===== src/rtl/gpio_pkg.sv =====
package gpio_pkg;
  localparam int ADDR_W = 8;
  localparam logic [ADDR_W-1:0] OFS_DATA = 8'h00;
  localparam logic [ADDR_W-1:0] OFS_DIR  = 8'h04;
  localparam logic [ADDR_W-1:0] OFS_RSV  = 8'h08;
  localparam logic [ADDR_W-1:0] OFS_EN   = 8'h30;
  localparam logic [ADDR_W-1:0] OFS_TYPE = 8'h34;
  localparam logic [ADDR_W-1:0] OFS_POL  = 8'h38;
  localparam logic [ADDR_W-1:0] OFS_STAT = 8'h3C;
  localparam logic [ADDR_W-1:0] OFS_CLR  = 8'h40;
  localparam logic [ADDR_W-1:0] OFS_IN   = 8'h44;
endpackage


===== src/rtl/gpio_sync.sv =====
module gpio_sync #(
  parameter int W = 32
) (
  input  logic         clk_i,
  input  logic         rst_ni,
  input  logic [W-1:0] async_i,
  output logic [W-1:0] sync_o,
  output logic [W-1:0] prev_o
);
  logic [W-1:0] meta_q, sync_q, prev_q;

  always_ff @(posedge clk_i or negedge rst_ni) begin
    if (!rst_ni) begin
      meta_q <= '0;
      sync_q <= '0;
      prev_q <= '0;
    end else begin
      meta_q <= async_i;
      sync_q <= meta_q;
      prev_q <= sync_q;
    end
  end

  assign sync_o = sync_q;
  assign prev_o = prev_q;
endmodule


===== src/rtl/gpio_regs.sv =====
module gpio_regs
  import gpio_pkg::*;
#(
  parameter int W = 32
) (
  input  logic              clk_i,
  input  logic              rst_ni,
  input  logic              req_i,
  input  logic              we_i,
  input  logic [ADDR_W-1:0] addr_i,
  input  logic [W-1:0]      wdata_i,
  output logic [W-1:0]      rdata_o,
  input  logic [W-1:0]      status_i,
  input  logic [W-1:0]      pins_i,
  output logic [W-1:0]      data_q,
  output logic [W-1:0]      dir_q,
  output logic [W-1:0]      en_q,
  output logic [W-1:0]      type_q,
  output logic [W-1:0]      pol_q,
  output logic [W-1:0]      clr_o
);
  logic wr;
  assign wr = req_i & we_i;

  always_ff @(posedge clk_i or negedge rst_ni) begin
    if (!rst_ni) begin
      data_q <= '0;
      dir_q  <= '0;
      en_q   <= '0;
      type_q <= '0;
      pol_q  <= '0;
    end else if (wr) begin
      case (addr_i)
        OFS_DATA: data_q <= wdata_i;
        OFS_DIR:  dir_q  <= wdata_i;
        OFS_EN:   en_q   <= wdata_i;
        OFS_TYPE: type_q <= wdata_i;
        OFS_POL:  pol_q  <= wdata_i;
        default: ;
      endcase
    end
  end

  assign clr_o = (wr && addr_i == OFS_CLR) ? wdata_i : '0;

  always_comb begin
    case (addr_i)
      OFS_DATA: rdata_o = data_q;
      OFS_DIR:  rdata_o = dir_q;
      OFS_EN:   rdata_o = en_q;
      OFS_TYPE: rdata_o = type_q;
      OFS_POL:  rdata_o = pol_q;
      OFS_STAT: rdata_o = status_i;
      OFS_IN:   rdata_o = pins_i;
      default:  rdata_o = '0;
    endcase
  end
endmodule


===== src/rtl/gpio_irq.sv =====
module gpio_irq #(
  parameter int W = 32
) (
  input  logic         clk_i,
  input  logic         rst_ni,
  input  logic [W-1:0] en_i,
  input  logic [W-1:0] type_i,
  input  logic [W-1:0] pol_i,
  input  logic [W-1:0] sync_i,
  input  logic [W-1:0] prev_i,
  input  logic [W-1:0] clr_i,
  output logic [W-1:0] edge_hit_o,
  output logic [W-1:0] pend_o,
  output logic [W-1:0] status_o,
  output logic         irq_o
);
  for (genvar i = 0; i < W; i++) begin : g_pin
    logic rise, fall, lvl, pend_q;
    assign rise = sync_i[i] & ~prev_i[i];
    assign fall = ~sync_i[i] & prev_i[i];
    assign lvl  = pol_i[i] ? sync_i[i] : ~sync_i[i];
    assign edge_hit_o[i] = en_i[i] & type_i[i] & (pol_i[i] ? rise : fall);

    // a new edge wins over a clear in the same cycle
    always_ff @(posedge clk_i or negedge rst_ni) begin
      if (!rst_ni) pend_q <= 1'b0;
      else         pend_q <= edge_hit_o[i] | (pend_q & ~clr_i[i]);
    end

    assign pend_o[i]   = pend_q;
    assign status_o[i] = en_i[i] & (type_i[i] ? pend_q : lvl);
  end

  assign irq_o = |status_o;
endmodule


===== src/rtl/gpio_port.sv =====
module gpio_port
  import gpio_pkg::*;
#(
  parameter int NUM_PINS = 32
) (
  input  logic                clk_i,
  input  logic                rst_ni,
  input  logic                req_i,
  input  logic                we_i,
  input  logic [ADDR_W-1:0]   addr_i,
  input  logic [NUM_PINS-1:0] wdata_i,
  output logic [NUM_PINS-1:0] rdata_o,
  input  logic [NUM_PINS-1:0] gpio_in_i,
  output logic [NUM_PINS-1:0] gpio_out_o,
  output logic [NUM_PINS-1:0] gpio_oe_o,
  output logic                irq_o
);
  logic [NUM_PINS-1:0] sync, prev, status, en_q, type_q, pol_q, clr, edge_hit, pend_q;

  gpio_sync #(.W(NUM_PINS)) u_sync (
    .clk_i, .rst_ni, .async_i(gpio_in_i), .sync_o(sync), .prev_o(prev)
  );

  gpio_regs #(.W(NUM_PINS)) u_regs (
    .clk_i, .rst_ni, .req_i, .we_i, .addr_i, .wdata_i, .rdata_o,
    .status_i(status), .pins_i(sync),
    .data_q(gpio_out_o), .dir_q(gpio_oe_o),
    .en_q, .type_q, .pol_q, .clr_o(clr)
  );

  gpio_irq #(.W(NUM_PINS)) u_irq (
    .clk_i, .rst_ni, .en_i(en_q), .type_i(type_q), .pol_i(pol_q),
    .sync_i(sync), .prev_i(prev), .clr_i(clr),
    .edge_hit_o(edge_hit), .pend_o(pend_q), .status_o(status), .irq_o
  );
endmodule


===== config.mk =====
export PLATFORM = sky130hd
export DESIGN_NAME = gpio_port
export DESIGN_NICKNAME = d
export VERILOG_FILES = /design/src/rtl/gpio_pkg.sv /design/src/rtl/gpio_sync.sv /design/src/rtl/gpio_regs.sv /design/src/rtl/gpio_irq.sv /design/src/rtl/gpio_port.sv
export SDC_FILE = /design/constraint.sdc
export NUM_CORES = 1
export LEC_CHECK = 0
export BUFFER_PORTS_ARGS = -buffer_cell sky130_fd_sc_hd__buf_2
export CAP_MARGIN = 10
export CORE_MARGIN = 2
export CORE_UTILIZATION = 50
export DETAILED_ROUTE_END_ITERATION = 10
export PLACE_DENSITY = 0.77
export SETUP_SLACK_MARGIN = 0.05
export SYNTH_ARGS = -nofsm -noshare
export SYNTH_HDL_FRONTEND = slang
export SYNTH_SLANG_ARGS = --single-unit

===== constraint.sdc =====
create_clock -name clk_i -period 3.4 [get_ports clk_i]
set_input_delay 0.51 -clock clk_i [delete_from_list [all_inputs] [get_ports clk_i]]
set_output_delay 0.51 -clock clk_i [all_outputs]
set_load 0.01 [all_outputs]

==> key figures <==
Clock tree
  • Worst-skew pair later-pin latency: 550 ps
  • Root Buffer: clkbuf_16
  • Max Root-Sink Buffers: 3
  • Hold_buf cts: 0
  • H-tree depth: 1
  • Sink Count: 288
  • CTS Buf Count: 30
  • Clock transition at path regs: 60 ps
  • TritonCTS clock tree: built

Logic synthesis
  • Synth top area cells: dfrtp_1 59%, mux2_2 11%, nand2_1 4.3%, a222oi_1 3.7%, mux2_4 3.7%
  • Post-synth top area share: 58.7%
  • Post-synth EDFFs: 0
  • Top-count cell post-synth: dfrtp_1
  • Post-synth net total: 1,059
  • Yosys reg bits: 288
  • Yosys warnings: 0
  • Cell count after synthesis: 983
  • Largest area contributor in the netlist: dfrtp_1
  • Syn avg cell area: 12.5 um2
  • Synth cell types: 37
  • Cell Area, Synth: 0.0123 mm2
  • Ys async rst share: 100%
  • Main flop type after synthesis: dfrtp_1
  • Sequential share of the synthesized area: 58.7%
  • Post-synth top cells: 288 x dfrtp_1, 141 x nand2_1, 124 x mux2_2

Outcome
  • Failing checks: negative hold slack
  • Status: complete, but fails checks

Floorplan
  • Die Height: 161 um
  • # rows: 57
  • DIE AREA: 0.0258 mm2
  • Core area: 0.0242 mm2
  • I/O pin count: 173
  • Die Span X: 161 um
  • Initial Util: 50.7%

Pwr
  • Clk pwr share: 45.1%
  • Seq pwr share: 50.2%
  • Max IR drop VDD: 0.414 mV
  • P_leak: 7.19 nW
  • P_sw: 1.60 mW
  • Pwr/cell area: 496 mW/mm2
  • Comb pwr share: 4.7%
  • Internal: 5.67 mW
  • Sw Share: 22.0%

Setup path
  • Peak fanout along the critical path: 5
  • CP endpoint kind: output pin
  • Nature of the critical path startpoint: register
  • Crit path arrival time: 2730 ps
  • Crit path required time: 2890 ps
  • Worst setup path category: register to output pin

Routing
  • 1st-pass router iterations: 9
  • DR vias: 8,982
  • Wire per inst: 20.3 um
  • Post-route ant nets: 0
  • DRT Wirelength: 30.7 mm
  • Vias/cell: 5.93
  • DRC: 0
  • DRT iter0 DRCs: 912

STA
  • Crit share post-route: 95.4%
  • Setup Skew: 7.34 ps
  • Slew Viols, Final: 0
  • Max Fclk: 0.308 GHz
  • Finish-stage setup viols: 0
  • Shortest period the worst path allows: 3240 ps
  • Worst Setup Slack, final: 157 ps
  • Slew @ Worst Pin: 1010 ps
  • RSZ-0062 raised after global routing: false
  • Final Hold Slack: -16.7 ps
  • Relative slew slack: 32.3%
  • Final Hold Viols: 7
  • Setup_tns: 0 ps

Layout
  • Area growth from synthesis to layout: 19.3%
  • Share of cells above drive strength 1: 34.7%
  • Net count, final: 1,243
  • Final instance area: 0.0147 mm2

Global route
  • Global-route wire length before repair: 48.7 mm
  • Met1 Use GR: 31.2%
  • Gr busiest metal: met2
  • Antenna violations before repair: 1
  • Met2 GRT Util: 40.6%
  • Largest net degree at the start of global routing: 99
  • M3 GR Usage: 4.29%
  • Global Route Usage Sum: 23.7%
  • Vias in the first global route: 8,966
  • Overflow after GRT: 0

Run
  • Max Cap Viol: 0

Placement
  • Post-DP HPWL: 20.0 mm
  • PortBufs: 172
  • Routability cong.: 0.808
  • Area after DPL: 0.0136 mm2
  • Pre-CTS WS: 581 ps

Hold path
  • HP Class: input pin to async pin
[metal layers]
layer | wire, um | share of wire (%)
met4 | 794 | 2.6
met5 | 0 | 0
met3 | 2210 | 7.2
met1 | 12500 | 41
met2 | 15300 | 50
[cells by family after synthesis]
kind of cell           synth area share, %
flip-flops                            58.7
AND/OR/NAND/NOR                       9.85
AO/OA/AOI/OAI                         11.7
multiplexers                          15.6
buffers and inverters                 1.91
XOR/XNOR                              2.28
[registers in the layout, summed over array words and instances, names as in the netlist]
register,flops
u_regs.pol_q,32
u_regs.type_q,32
u_regs.en_q,32
u_sync.sync_o,32
u_regs.dir_q,32
u_sync.prev_o,32
u_regs.data_q,32
u_irq.g_pin.pend_q,32
u_sync.meta_q,32
[final timing paths]
kind	from	to	slack [ps]	cells after the start
min in group clk_i	gpio_in_i[6]	u_sync.meta_q[6]$_DFF_PN0_	70	1
max in group asynchronous	rst_ni	u_regs.data_q[22]$_DFFE_PN0P_	2600	2
min	rst_ni	u_regs.data_q[4]$_DFFE_PN0P_	-20	1
max reg2reg	u_sync.sync_o[18]$_DFF_PN0_	u_irq.g_pin[18].pend_q$_DFF_PN0_	2340	4
max	u_sync.sync_o[23]$_DFF_PN0_	irq_o	160	6
min reg2reg	u_sync.meta_q[29]$_DFF_PN0_	u_sync.sync_o[29]$_DFF_PN0_	350	0
[cells in the final DEF (no fill, tap or decap), types with 2 or more instances in the layout]
master,instances
mux2_2,124
a32o_1,32
a222oi_1,45
clkbuf_16,31
dfrtp_1,288
xor2_1,32
buf_2,171
nand2_1,140
buf_4,16
nor2_1,35
and3_2,2
o211ai_1,8
mux2_4,30
clkinv_2,6
nand3_2,2
nand4_1,5
nor2_4,3
buf_12,8
a22oi_1,2
clkbuf_1,7
o21ai_0,64
a21oi_1,18
nand2b_1,21
nand3_1,48
bufinv_16,2
a22o_1,17
clkbuf_8,8
mux2_1,6
a2111oi_1,2
[cell type report]
| type | instances | area, um2 |
|---|---|---|
| Clock inverter | 8 | 90.1 |
| Sequential cell | 288 | 7210 |
| Tap cell | 324 | 405 |
| Fill cell | 1937 | 9590 |
| Multi-Input combinational cell | 651 | 4890 |
| Antenna cell | 1 | 2.50 |
| Timing Repair Buffer | 196 | 1150 |
| Clock buffer | 46 | 912 |
[through the flow]
stage,hold slack [ps],utilization [%],power (mW),instances
2_1_floorplan,214,-,3.81,983
3_3_place_gp,332,56.3,4.04,1459
3_5_place_dp,335,56.3,4.05,1459
4_1_cts,35.3,60.4,7.33,1513
5_1_grt,50.3,60.5,7.52,1514
6_report,-16.7,60.5,7.27,1514
[power groups by stage]
stage	registers [mW]	logic [mW]	clock network [mW]
global placement	3.70	0.339	0
CTS	3.64	0.351	3.34
detailed placement	3.70	0.349	0
floorplan	3.69	0.129	0
finish	3.64	0.344	3.28
global route	3.66	0.386	3.48
[critical path, stage by stage, from the launching register on]
cell	delay (ps)
dfrtp_1	440
xor2_1	190
o21ai_0	210
nor4_2	500
nand4_1	220
or4_1	470
buf_2	160
[repair_timing]
item                                    CTS  global route
cloned                                    0             0
endpoints found under the hold margin     0             0
gates resized for setup                   2             1
buffers inserted                          0             0
endpoints found under the setup margin    1             1
Power figures use the tool's default switching activity.
